### config.mk
export PLATFORM = sky130hd
export DESIGN_NAME = mem_err_responder
export DESIGN_NICKNAME = d
export VERILOG_FILES = /design/src/rtl/mer_pkg.sv /design/src/rtl/mer_decode.sv /design/src/rtl/mer_capture.sv /design/src/rtl/mem_err_responder.sv
export SDC_FILE = /design/constraint.sdc
export NUM_CORES = 1
export LEC_CHECK = 0
export BUFFER_PORTS_ARGS = -buffer_cell sky130_fd_sc_hd__buf_4
export CAP_MARGIN = 20
export CORE_MARGIN = 5
export CORE_UTILIZATION = 45
export DETAILED_ROUTE_END_ITERATION = 6
export GPL_ROUTABILITY_DRIVEN = 0
export MAX_ROUTING_LAYER = met4
export PLACE_DENSITY = 0.75
export SYNTH_ARGS = -nofsm -noshare
export SYNTH_HDL_FRONTEND = slang
export SYNTH_SLANG_ARGS = --single-unit
### constraint.sdc
create_clock -name clk -period 3 [get_ports clk]
set_clock_uncertainty 0.2 [all_clocks]
set_input_delay 0.6 -clock clk [delete_from_list [all_inputs] [get_ports clk]]
set_output_delay 0.6 -clock clk [all_outputs]
set_load 0.03 [all_outputs]
### src/rtl/mer_pkg.sv
package mer_pkg;

    parameter int unsigned AW         = 16;
    parameter int unsigned DW         = 32;
    parameter int unsigned NBE        = DW / 8;
    parameter int unsigned NPORTS     = 4;
    parameter int unsigned PW         = $clog2(NPORTS);
    parameter int unsigned REGION_LSB = 12;
    parameter int unsigned RGW        = AW - REGION_LSB;
    parameter int unsigned NBANKS     = 4;
    parameter int unsigned BKW        = $clog2(NBANKS);
    parameter int unsigned NTYPES     = 2;
    parameter int unsigned NSLOT      = NPORTS * NTYPES;
    parameter int unsigned WAW        = AW - $clog2(NBE);

    parameter logic [RGW-1:0] RGN_CODE_ROM  = RGW'(0);
    parameter logic [RGW-1:0] RGN_CODE_SRAM = RGW'(1);

    typedef enum logic [1:0] {
        RGN_ROM,
        RGN_SRAM,
        RGN_HOLE
    } region_e;

    typedef enum logic {
        ERR_ILLEGAL = 1'b0,
        ERR_ECC     = 1'b1
    } err_e;

    typedef enum logic [1:0] {
        ST_IDLE,
        ST_ACCESS,
        ST_READ
    } state_e;

    typedef struct packed {
        logic [PW-1:0]  port;
        logic           write;
        logic [AW-1:0]  addr;
        logic [NBE-1:0] be;
        logic [DW-1:0]  wdata;
    } req_t;

    function automatic logic [DW-1:0] merge_word(
        input logic [DW-1:0]  old_word,
        input logic [DW-1:0]  new_word,
        input logic [NBE-1:0] lanes
    );
        logic [DW-1:0] res;
        res = old_word;
        for (int b = 0; b < int'(NBE); b++) begin
            if (lanes[b]) begin
                res[b*8 +: 8] = new_word[b*8 +: 8];
            end
        end
        return res;
    endfunction

endpackage

### src/rtl/mer_decode.sv
module mer_decode
    import mer_pkg::*;
(
    input  logic [RGW-1:0]    rgn_bits,
    input  logic [BKW-1:0]    bank,
    input  logic              write,
    input  logic [NBE-1:0]    be,
    input  logic [NBANKS-1:0] ecc_en,
    output region_e           region,
    output logic              illegal,
    output logic              ecc_bank,
    output logic              rmw
);

    always_comb begin
        if (rgn_bits == RGN_CODE_ROM) begin
            region = RGN_ROM;
        end else if (rgn_bits == RGN_CODE_SRAM) begin
            region = RGN_SRAM;
        end else begin
            region = RGN_HOLE;
        end
    end

    assign illegal  = (region == RGN_HOLE) || ((region == RGN_ROM) && write);
    assign ecc_bank = (region == RGN_SRAM) && ecc_en[bank];
    assign rmw      = write && ecc_bank && (be != {NBE{1'b1}});

endmodule

### src/rtl/mer_capture.sv
module mer_capture
    import mer_pkg::*;
(
    input  logic              clk,
    input  logic              rst,
    input  logic              fire,
    input  logic [PW-1:0]     port,
    input  err_e              etype,
    input  logic [AW-1:0]     addr,
    input  logic              wr,
    input  logic              clr_valid,
    input  logic [PW-1:0]     clr_port,
    input  logic              clr_type,
    output logic [NSLOT-1:0]  slot_valid,
    output logic [NSLOT*AW-1:0] slot_addr,
    output logic [NSLOT-1:0]  slot_wr
);

    for (genvar s = 0; s < int'(NSLOT); s++) begin : g_slot
        localparam logic [PW:0] SID = (PW+1)'(s);
        logic hit_cap;
        logic hit_clr;

        assign hit_cap = fire && ({port, etype} == SID);
        assign hit_clr = clr_valid && ({clr_port, clr_type} == SID);

        always_ff @(posedge clk) begin
            if (rst) begin
                slot_valid[s]        <= 1'b0;
                slot_addr[s*AW +: AW] <= '0;
                slot_wr[s]           <= 1'b0;
            end else begin
                if (hit_clr) begin
                    slot_valid[s] <= 1'b0;
                end
                // a clear on the same edge frees the slot for the new error
                if (hit_cap && (!slot_valid[s] || hit_clr)) begin
                    slot_valid[s]        <= 1'b1;
                    slot_addr[s*AW +: AW] <= addr;
                    slot_wr[s]           <= wr;
                end
            end
        end
    end

endmodule

### src/rtl/mem_err_responder.sv
module mem_err_responder
    import mer_pkg::*;
(
    input  logic                 clk,
    input  logic                 rst,
    input  logic [NBANKS-1:0]    ecc_en,
    input  logic                 req_valid,
    output logic                 req_ready,
    input  logic [PW-1:0]        req_port,
    input  logic                 req_write,
    input  logic [AW-1:0]        req_addr,
    input  logic [NBE-1:0]       req_be,
    input  logic [DW-1:0]        req_wdata,
    output logic                 rsp_valid,
    output logic                 rsp_err,
    output logic [DW-1:0]        rsp_rdata,
    output logic                 mem_req,
    output logic                 mem_we,
    output logic [WAW-1:0]       mem_addr,
    output logic [NBE-1:0]       mem_be,
    output logic [DW-1:0]        mem_wdata,
    input  logic [DW-1:0]        mem_rdata,
    input  logic                 mem_ecc_multi,
    input  logic                 clr_valid,
    input  logic [PW-1:0]        clr_port,
    input  logic                 clr_type,
    output logic [NSLOT-1:0]     cap_valid,
    output logic [NSLOT*AW-1:0]  cap_addr,
    output logic [NSLOT-1:0]     cap_wr
);

    state_e  state_q, state_d;
    req_t    cur_q;
    region_e cur_region;
    logic    cur_illegal;
    logic    cur_ecc_bank;
    logic    cur_rmw;
    logic    cap_fire;
    err_e    cap_type;

    assign req_ready = (state_q == ST_IDLE);

    always_ff @(posedge clk) begin
        if (rst) begin
            state_q <= ST_IDLE;
            cur_q   <= '0;
        end else begin
            state_q <= state_d;
            if (req_valid && req_ready) begin
                cur_q.port  <= req_port;
                cur_q.write <= req_write;
                cur_q.addr  <= req_addr;
                cur_q.be    <= req_be;
                cur_q.wdata <= req_wdata;
            end
        end
    end

    mer_decode u_decode (
        .rgn_bits (cur_q.addr[AW-1:REGION_LSB]),
        .bank     (cur_q.addr[REGION_LSB-1 -: BKW]),
        .write    (cur_q.write),
        .be       (cur_q.be),
        .ecc_en   (ecc_en),
        .region   (cur_region),
        .illegal  (cur_illegal),
        .ecc_bank (cur_ecc_bank),
        .rmw      (cur_rmw)
    );

    always_comb begin
        state_d   = state_q;
        rsp_valid = 1'b0;
        rsp_err   = 1'b0;
        rsp_rdata = '0;
        mem_req   = 1'b0;
        mem_we    = 1'b0;
        mem_addr  = cur_q.addr[AW-1:AW-WAW];
        mem_be    = cur_q.be;
        mem_wdata = cur_q.wdata;
        cap_fire  = 1'b0;
        cap_type  = ERR_ILLEGAL;
        unique case (state_q)
            ST_IDLE: begin
                if (req_valid) begin
                    state_d = ST_ACCESS;
                end
            end
            ST_ACCESS: begin
                if (cur_illegal) begin
                    rsp_valid = 1'b1;
                    rsp_err   = 1'b1;
                    cap_fire  = 1'b1;
                    cap_type  = ERR_ILLEGAL;
                    state_d   = ST_IDLE;
                end else begin
                    mem_req = 1'b1;
                    mem_we  = cur_q.write && !cur_rmw;
                    if (mem_we) begin
                        rsp_valid = 1'b1;
                        state_d   = ST_IDLE;
                    end else begin
                        state_d = ST_READ;
                    end
                end
            end
            ST_READ: begin
                rsp_valid = 1'b1;
                state_d   = ST_IDLE;
                if (cur_q.write) begin
                    // only the read half of a read-modify-write lands here
                    if (mem_ecc_multi) begin
                        rsp_err  = 1'b1;
                        cap_fire = 1'b1;
                        cap_type = ERR_ECC;
                    end else begin
                        mem_req   = 1'b1;
                        mem_we    = 1'b1;
                        mem_be    = {NBE{1'b1}};
                        mem_wdata = merge_word(mem_rdata, cur_q.wdata, cur_q.be);
                    end
                end else if (mem_ecc_multi && cur_ecc_bank) begin
                    rsp_err  = 1'b1;
                    cap_fire = 1'b1;
                    cap_type = ERR_ECC;
                end else begin
                    rsp_rdata = mem_rdata;
                end
            end
            default: state_d = ST_IDLE;
        endcase
    end

    mer_capture u_capture (
        .clk        (clk),
        .rst        (rst),
        .fire       (cap_fire),
        .port       (cur_q.port),
        .etype      (cap_type),
        .addr       (cur_q.addr),
        .wr         (cur_q.write),
        .clr_valid  (clr_valid),
        .clr_port   (clr_port),
        .clr_type   (clr_type),
        .slot_valid (cap_valid),
        .slot_addr  (cap_addr),
        .slot_wr    (cap_wr)
    );

endmodule

## After elaboration in Yosys (flattened, before gate mapping)

Index checks and enable logic that the tools add are counted.

| word-level totals | value |
|---|---|
| bits in registers | 201 |
| word-level logic and storage cells | 166 |
| input bits | 99 |
| output and inout port bits | 231 |

| cells by class | value |
|---|---|
| magnitude comparators | 1 |
| multiplexer cells | 52 |
| reduce and logical (&&, ||, !) cells | 62 |
| eq/ne operators | 21 |

Operator list:

| kind | count |
|---|---|
| $mux 32 | 6 |
| $mux 8 | 4 |
| $logic_and 1x1->1 | 31 |
| $mux 1 | 28 |
| $eq 3x3->1 const B | 8 |
| $reduce_bool 2->1 | 8 |
| $eq 3x2->1 const B | 4 |
| $mux 4 | 3 |
| $mux 2 | 5 |
| $logic_not 1->1 | 9 |
| $logic_or 1x1->1 | 9 |
| $pmux 1 s2 | 4 |
| $eq 3x1->1 const B | 2 |
| $logic_not 3->1 | 2 |
| $eq 2x1->1 const B | 2 |
| $eq 2x2->1 const B | 2 |
| $eq 4x1->1 const B | 1 |
| $logic_not 2->1 | 2 |
| $logic_not 4->1 | 1 |
| $ne 4x4->1 const B | 1 |
| $pmux 2 s2 | 1 |
| $lt 2x3->1 const B | 1 |
| $bmux 1 s2 | 1 |
| $ne 2x2->1 const B | 1 |

## Longest topological paths before layout

Gate-level depths: netlist (run 1).

| logic depth | value |
|---|---|
| word-level depth | 13 |
| mapped depth | 8 |
| mapped depth without buffers | 6 |

## By module

From an unflattened synthesis (run 1), not the netlist that was laid out.

| unflattened totals | value |
|---|---|
| cell total of the unflattened synthesis | 898 |
| area total of the unflattened synthesis | 8729.6 µm² |

By module, submodules not included:

| module | times used | seq. area each (µm²) | area each (µm²) | cells an instance |
|---|---|---|---|---|
| mer_capture | 1 | 2882.8 | 5776.8 | 534 |
| mem_err_responder | 1 | 1141.1 | 2875.3 | 356 |
| mer_decode | 1 | 0.0 | 77.6 | 8 |

## Least setup slack after synthesis (run 1)

Ideal clock, no wire load.

| timing path | value |
|---|---|
| path kind | input port to output port |
| start | input ecc_en[3] |
| end | output rsp_rdata[10] |
| slack | 0.235 ns |
| arrival | 1.965 ns |
| required time | 2.200 ns |
| stages | 4 |
| path buffers | 1 |
| path through | mux4_2 -> a311oi_2 -> clkbuf_1 -> and2_1 |

| between the ends | value |
|---|---|
| cells in the longest elaborated chain, start to end | 7 |

Ends and longest elaborated chain:

| element | RTL line | RTL |
|---|---|---|
| start: declaration | mem_err_responder.sv:6 | `input logic [NBANKS-1:0] ecc_en,` |
| $bmux 1 s2 | mer_decode.sv:26 | `assign ecc_bank = (region == RGN_SRAM) && ecc_en[bank];` |
| $mux 1 (implied by the code) | mer_decode.sv:26 |  |
| $logic_and 1x1->1 | mer_decode.sv:26 |  |
| $logic_and 1x1->1 | mem_err_responder.sv:122 | `end else if (mem_ecc_multi && cur_ecc_bank) begin` |
| $mux 32 | mem_err_responder.sv:122 |  |
| $mux 32 | mem_err_responder.sv:110 | `if (cur_q.write) begin` |
| $mux 32 | mem_err_responder.sv:83 | `unique case (state_q)` |
| end: declaration | mem_err_responder.sv:16 | `output logic [DW-1:0] rsp_rdata,` |

Every way passes these cells. The select of a mux whose other input is x is not followed.

## Worst setup path after layout (run 1)

| timing path | value |
|---|---|
| start | register mem_addr[8] (netlist name) |
| end | output rsp_rdata[20] |

| between the ends | value |
|---|---|
| cells in the longest elaborated chain, start to end | 7 |

Ends and longest elaborated chain:

| element | RTL line |
|---|---|
| $bmux 1 s2 | mer_decode.sv:26 |
| $mux 1 (implied by the code) | mer_decode.sv:26 |
| $logic_and 1x1->1 | mer_decode.sv:26 |
| $logic_and 1x1->1 | mem_err_responder.sv:122 |
| $mux 32 | mem_err_responder.sv:122 |
| $mux 32 | mem_err_responder.sv:110 |
| $mux 32 | mem_err_responder.sv:83 |

Every way passes these cells. The select of a mux whose other input is x is not followed.

==> impl_metrics.tcl, run 1 <==
set metrics [dict create \
    synth-xor-area-share 0 \
    die_x_um 145 \
    fin_util 0.671 \
    cts-root-buf "clkbuf_16" \
    grt.overflow.total 0 \
    status "finished, violations left" \
    leakage_nw 6.03 \
    slew_violations 0 \
    routed_wl_mm 27.8 \
    tightest_slew_ns 0.739 \
    netlist_area_um2 8250 \
    dp.cells 1383 \
    cts_max_level 1 \
    clock_path_buffers 3 \
    synthFlopType "dfxtp_1" \
    critPathMaxFanout 8 \
    syn-num-nets 977 \
    dr.pass1.iters 5 \
    clock_sinks 201 \
    dp_hpwl_mm 19.6 \
    finish.net_count 1293 \
    vdd_drop_max_mv 0.422 \
    final_cell_count_no_fill 1436 \
    period_minus_slack_ns 3.09 \
    place.port_buffers 329 \
    synth_fa_ha_area_frac 0.00455 \
    final_antenna_net_count 0 \
    grt_max_degree 79 \
    grt_pass1_vias 7624 \
    fmax_mhz 324 \
    setup_viol 64 \
    synth_top_area_frac 0.488 \
    core_um2 18000 \
    violations "negative setup slack" \
    grt_antenna_before_repair 0 \
    cp-start-kind "flop" \
    crit_slowest_cell "mux4_2" \
    clk_pin_slew_ns 0.06 \
    syn_to_final_growth_pct 46.6 \
    grt_pass1_wl_mm 43.1 \
    syn_area_per_cell_um2 9.43 \
    finalCritPeriodShare 1.03 \
    drc 0 \
    ys_warn_count 0 \
    antenna_cells 0 \
    arrival_ns 2.29 \
    maxCapViolCount 0 \
    max_slew_margin 0.507 \
    cts_hold_buf 0 \
    vias_per_cell 5.15 \
    layout_setup_ws_ns -0.0902 \
    synth-compound-area-share 0.0562 \
    postSynthCellCount 875 \
    rsz0062_at_grt "yes" \
    cp-end-kind "output port" \
    power_density_nw_per_um2 520 \
    tritoncts "yes" \
    wl_per_cell_um 19.4 \
    critPathTopFamily "multiplexers" \
    fillers 1460 \
    slowest_delay_ns 0.57 \
    crit_chain "mux4_2 -> a311oi_4 -> buf_6 -> buf_12 -> and2_4 -> buf_6" \
    drive_above_1_share 0.393 \
    critical_path.most_common_cell "buf_6" \
    synth_area_leaders "dfxtp_1 49%, mux2i_1 16%, nand2_1 12%, mux2_2 4.0%, a21oi_1 3.9%" \
    seq_area_frac_synth 0.488 \
    holdWs_ns 0.156 \
    finalHoldViolCount 0 \
    initial_core_util 0.458 \
    critPathBufInv 3 \
    synth_common_cells "271 x nand2_1, 201 x dfxtp_1, 136 x mux2i_1, 65 x a21oi_1, 36 x clkbuf_1" \
    critical_path_class "flop to output port" \
    die_area_um2 21100 \
    hold_path_class "input pin to flop" \
    drt_iter0_drc 407 \
    grt_usage 0.256 \
    fin_setup_tns_ns -3.36 \
    yosysTopAreaCell "dfxtp_1" \
    num_rows 49 \
    synth_top_family_by_area "multiplexers" \
    cp.required_ns 2.20 \
    vias 7397 \
    synth_edf_count 0 \
    die_y_um 145 \
    cts_inserted_buffers 22 \
    clk_latency_ns 0.49 \
    ys_types 43 \
    async_flop_share 0 \
    ys_seq_elements 201 \
    yosysMostFrequentCell "nand2_1" \
    ios 330 \
    synthSimpleGateAreaFrac 0.190 \
    synthMuxAreaShare 0.211 \
]
## what timing repair did
action,in CTS,in global routing
buffers inserted,10,2
gates resized for setup,109,16
endpoints found under the setup margin,66,66
pin swaps,20,3
gates cloned,2,0
## flip-flops by register name (all words and copies together), names as in the netlist
signal / count
mem_addr: 14
u_capture.slot_wr: 8
state_q: 2
u_capture.slot_addr: 128
u_capture.slot_valid: 8
cur_q: 41
## path summary, 6_finish.rpt
check	from	slack [ns]	cells after the start	to
worst min-delay path	req_wdata[20]	0.16	3	cur_q[20]
worst max-delay path	mem_addr[8]	-0.09	6	rsp_rdata[20]
worst min register to register	cur_q[37]	0.25	2	cur_q[37]
worst max register to register	state_q[0]	0.47	9	u_capture.slot_addr[110]
## cells by family after synthesis
logic type,Yosys count
adders and majority gates,3
muxes,169
DFF,201
AOI/OAI and AO/OA,82
buffers and inverters,74
and+or+nand+nor,346
## where the power goes
group	total, mW	switching (mW)	internal [mW]	leakage, nW
combinational	0.774	0.444	0.331	4.02
clock	2.74	1.08	1.66	0.378
sequential	2.78	0.0507	2.73	1.63
total	6.29	1.57	4.71	6.03
## worst reg2reg max path, stage by stage, from the launching register on
cell and delay, ns:
dfxtp_2 0.34, inv_2 0.05, ha_4 0.16, buf_4 0.13, buf_4 0.14, and3_1 0.17, a211oi_2 0.42, nand3_1 0.30
buf_4 0.33, mux2i_1 0.16
## final cells by class
type | instances | area [um^2] | area share
multi-input combinational | 600 | 4000 | 0.331
inverter | 6 | 27.5 | 0.00228
clock inverter | 8 | 68.8 | 0.00569
clock buffer | 32 | 679 | 0.0562
tap | 229 | 287 | 0.0237
sequential | 201 | 4030 | 0.333
timing repair buffer | 360 | 3000 | 0.248
## layout by cell type (no fill, tap or decap), types with 7 or more instances in the layout
master and count:
mux2_2 8, mux2_4 24, a21oi_1 65, clkbuf_16 23, nand2_1 270, nand3_1 7, clkbuf_8 7, and2_4 19
and2_1 14, dfxtp_1 197, buf_6 60, buf_4 295, mux2i_1 136
## per-stage QoR
| stage | instance area, um^2 | setup WS, ns | power (mW) |
|---|---|---|---|
| 6_report | 12100 | -0.0902 | 6.29 |
| 5_1_grt | 12100 | -0.143 | 6.51 |
| 4_1_cts | 12100 | -0.0827 | 6.32 |
| 3_5_place_dp | 10800 | 0.0775 | 3.52 |
| 3_3_place_gp | 10800 | 0.111 | 3.52 |
| 2_1_floorplan | 8250 | 0.235 | 3.23 |
## metal layers
layer | share of wire | routed length, um | global-route usage | vias up
li1 | - | - | - | 3532
met1 | 0.42 | 11600 | 0.307 | 3583
met2 | 0.50 | 13900 | 0.434 | 248
met3 | 0.063 | 1760 | 0.0598 | 34
met4 | 0.023 | 654 | 0.0644 | 0
met5 | 0 | 0 | - | -
Note: power is estimated with default switching activity, not from simulation.
==> inputs of run 2 (changes only) <==
--- a/config.mk
+++ b/config.mk
@@ -12,7 +12,8 @@
 export DETAILED_ROUTE_END_ITERATION = 6
 export GPL_ROUTABILITY_DRIVEN = 0
 export MAX_ROUTING_LAYER = met4
-export PLACE_DENSITY = 0.75
+export PLACE_DENSITY = 0.74
 export SYNTH_ARGS = -nofsm -noshare
 export SYNTH_HDL_FRONTEND = slang
+export SYNTH_HIERARCHICAL = 1
 export SYNTH_SLANG_ARGS = --single-unit
==> run 2 against run 1 <==
Compared with the run above:
- the flow still finishes with violations (negative setup slack)
- non-clock buffer count grew 2
- worst setup slack lost 0.090 ns
- power grew 0.93%
- routed wire length grew 3.2%
- utilization shrank 2.0 points
- synthesized cell count grew 2.6%
- sequential cell count is the same
- synthesized area grew 5.8%
- first-iteration DRC count shrank 23%
- count of clock-buffer cells in the layout shrank 2
- critical endpoint is now rsp_rdata[9]
- largest cell class is now multi-input gates
- largest power group is now clock
==> impl_metrics.tcl, run 2 <==
set metrics [dict create \
    multi_input_area_um2 4370 \
    rsz0062_at_grt "yes" \
    hold_path_class "input pin to flop" \
    vias_per_cell 4.98 \
    ys_warn_count 6 \
    synth_top_area_frac 0.461 \
    netlist_area_um2 8730 \
    fmax_mhz 314 \
    syn-num-nets 1001 \
    num_rows 51 \
    fin_setup_tns_ns -5.10 \
    p_total_mw 6.35 \
    routed_wl_mm 28.7 \
    register_area_um2 4030 \
    die_y_um 149 \
    vias 7364 \
    maxCapViolCount 0 \
    clock_path_buffers 3 \
    grt_usage 0.251 \
    grt.overflow.total 0 \
    hp-start "req_wdata[8]" \
    syn_area_per_cell_um2 9.72 \
    whs_path_depth 3 \
    finalCritPeriodShare 1.06 \
    violations "negative setup slack" \
    ios 330 \
    critical_path_class "flop to output port" \
    yosysTopAreaCell "dfxtp_1" \
    grt_max_degree 89 \
    arrival_ns 2.38 \
    slew_violations 0 \
    grt_pass1_vias 7503 \
    leakage_nw 6.15 \
    wl_per_cell_um 19.4 \
    ff2ff_path_depth 9 \
    cts_max_level 1 \
    core_um2 19300 \
    synthFlopType "dfxtp_1" \
    fillers 1616 \
    pre_cts_ws_ns -0.0733 \
    max_slew_margin 0.611 \
    critPathMaxFanout 15 \
    die_area_um2 22300 \
    synth_area_leaders "dfxtp_1 46%, mux2i_1 16%, nand2b_1 11%, nand2_1 5.1%, mux2_2 4.1%" \
    cp-startpoint "mem_addr[8]" \
    ys_types 44 \
    finish.net_count 1303 \
    dp_hpwl_mm 20.9 \
    status "finished, violations left" \
    die_x_um 149 \
    reg2reg_from "mem_addr[8]" \
    largest_reg_flops 128 \
    layout_setup_ws_ns -0.180 \
    tightest_slew_ns 0.583 \
    grt_pass1_wl_mm 42.4 \
    power_density_nw_per_um2 505 \
    final_antenna_net_count 0 \
    layout_commonest_cell "buf_4" \
    async_flop_share 0 \
    clock_sinks 201 \
    use_met3 0.0635 \
    cp-end-kind "output port" \
    met2_usage 0.428 \
    cts_hold_buf 0 \
    use_met1 0.287 \
    finalHoldViolCount 0 \
    yosysMostFrequentCell "dfxtp_1" \
    grt_antenna_before_repair 0 \
    initial_core_util 0.453 \
    postSynthCellCount 898 \
    cts_inserted_buffers 22 \
    top_register "u_capture/slot_addr" \
    syn_to_final_growth_pct 43.8 \
    tritoncts "yes" \
    cp.required_ns 2.20 \
    dr.pass1.iters 5 \
    vdd_drop_max_mv 0.422 \
    synth_edf_count 0 \
    clk_latency_ns 0.50 \
    seq_area_frac_synth 0.461 \
    place.port_buffers 329 \
    clk_pin_slew_ns 0.07 \
    final_cell_mix "312 x buf_4, 197 x dfxtp_1, 157 x nand2b_1, 136 x mux2i_1, 117 x nand2_1" \
    busiest_layer "met2" \
    synth_common_cells "201 x dfxtp_1, 157 x nand2b_1, 136 x mux2i_1, 118 x nand2_1, 67 x a21oi_1" \
    antenna_cells 0 \
    drc 0 \
    drt_iter0_drc 315 \
    setup_viol 33 \
    cts-root-buf "clkbuf_16" \
    period_minus_slack_ns 3.18 \
    cp-start-kind "flop" \
    drive_above_1_share 0.385 \
    ys_seq_elements 201 \
]
-- run 2: changes by cell type in the layout (fill, tap and decap cells not counted), sizes merged, moves of 3 or more --
cell      delta
a21o         +5
and3         -4
clkinv       -3
clkinvlp     +3
inv          +4
nand2      -153
nand2b     +149
nand3        -6
o2111ai      +3
o21ai        -3
or2b         +4
-- run 2: layout make-up --
type                            count  share of cell area
Timing Repair Buffer              362               0.241
Clock inverter                      9              0.0102
Multi-Input combinational cell    602               0.348
Tap cell                          265              0.0264
Inverter                           11             0.00329
Clock buffer                       30              0.0503
Sequential cell                   201               0.321
-- run 2: kinds of logic after synthesis --
kind of cell | after synthesis | synth area share
buffers and inverters | 96 | 0.0540
AOI/OAI and AO/OA | 84 | 0.0548
and+or+nand+nor | 344 | 0.225
DFF | 201 | 0.461
adders and majority gates | 4 | 0.00573
muxes | 169 | 0.200
-- run 2: where the power goes --
part	leakage, nW	switching (mW)	internal (mW)
clock network	0.364	1.10	1.73
logic	4.15	0.418	0.326
registers	1.63	0.0492	2.73
total	6.15	1.56	4.78
-- run 2: timing repair --
item                                    4_1_cts  5_1_grt
pin swaps                                     2        8
cloned                                        2        0
gates resized for setup                      50       22
buffers inserted                              2        6
endpoints found under the setup margin       59       47
endpoints found under the hold margin         0        0
-- run 2: through the flow --
stage	instance area [um^2]	util	std cells	hold slack, ns
after CTS	12400	0.644	1474	0.132
after global routing	12600	0.652	1480	0.146
after global placement	11400	0.593	1431	0.240
after detailed placement	11400	0.593	1431	0.247
after floorplan	8740	-	898	0.234
final	12600	0.652	1480	0.147
-- run 2: worst max-delay path: stages (launching register included) --
cell and delay, ns:
dfxtp_4 0.37, mux4_2 0.51, and2_4 0.19, a211oi_4 0.21, buf_6 0.16, buf_8 0.14
and2_1 0.16, buf_6 0.14
-- run 2: worst paths after layout --
kind                                 end  slack (ns)
hold reg to reg                cur_q[27]        0.25
setup reg to reg  u_capture/slot_addr[5]        0.07
hold / removal                  cur_q[8]        0.15
setup / recovery            rsp_rdata[9]       -0.18
-- run 2: metal layers --
metal	share of wire	wire, um
met5	0	0
met2	0.49	14000
met4	0.042	1210
met3	0.082	2370
met1	0.39	11100
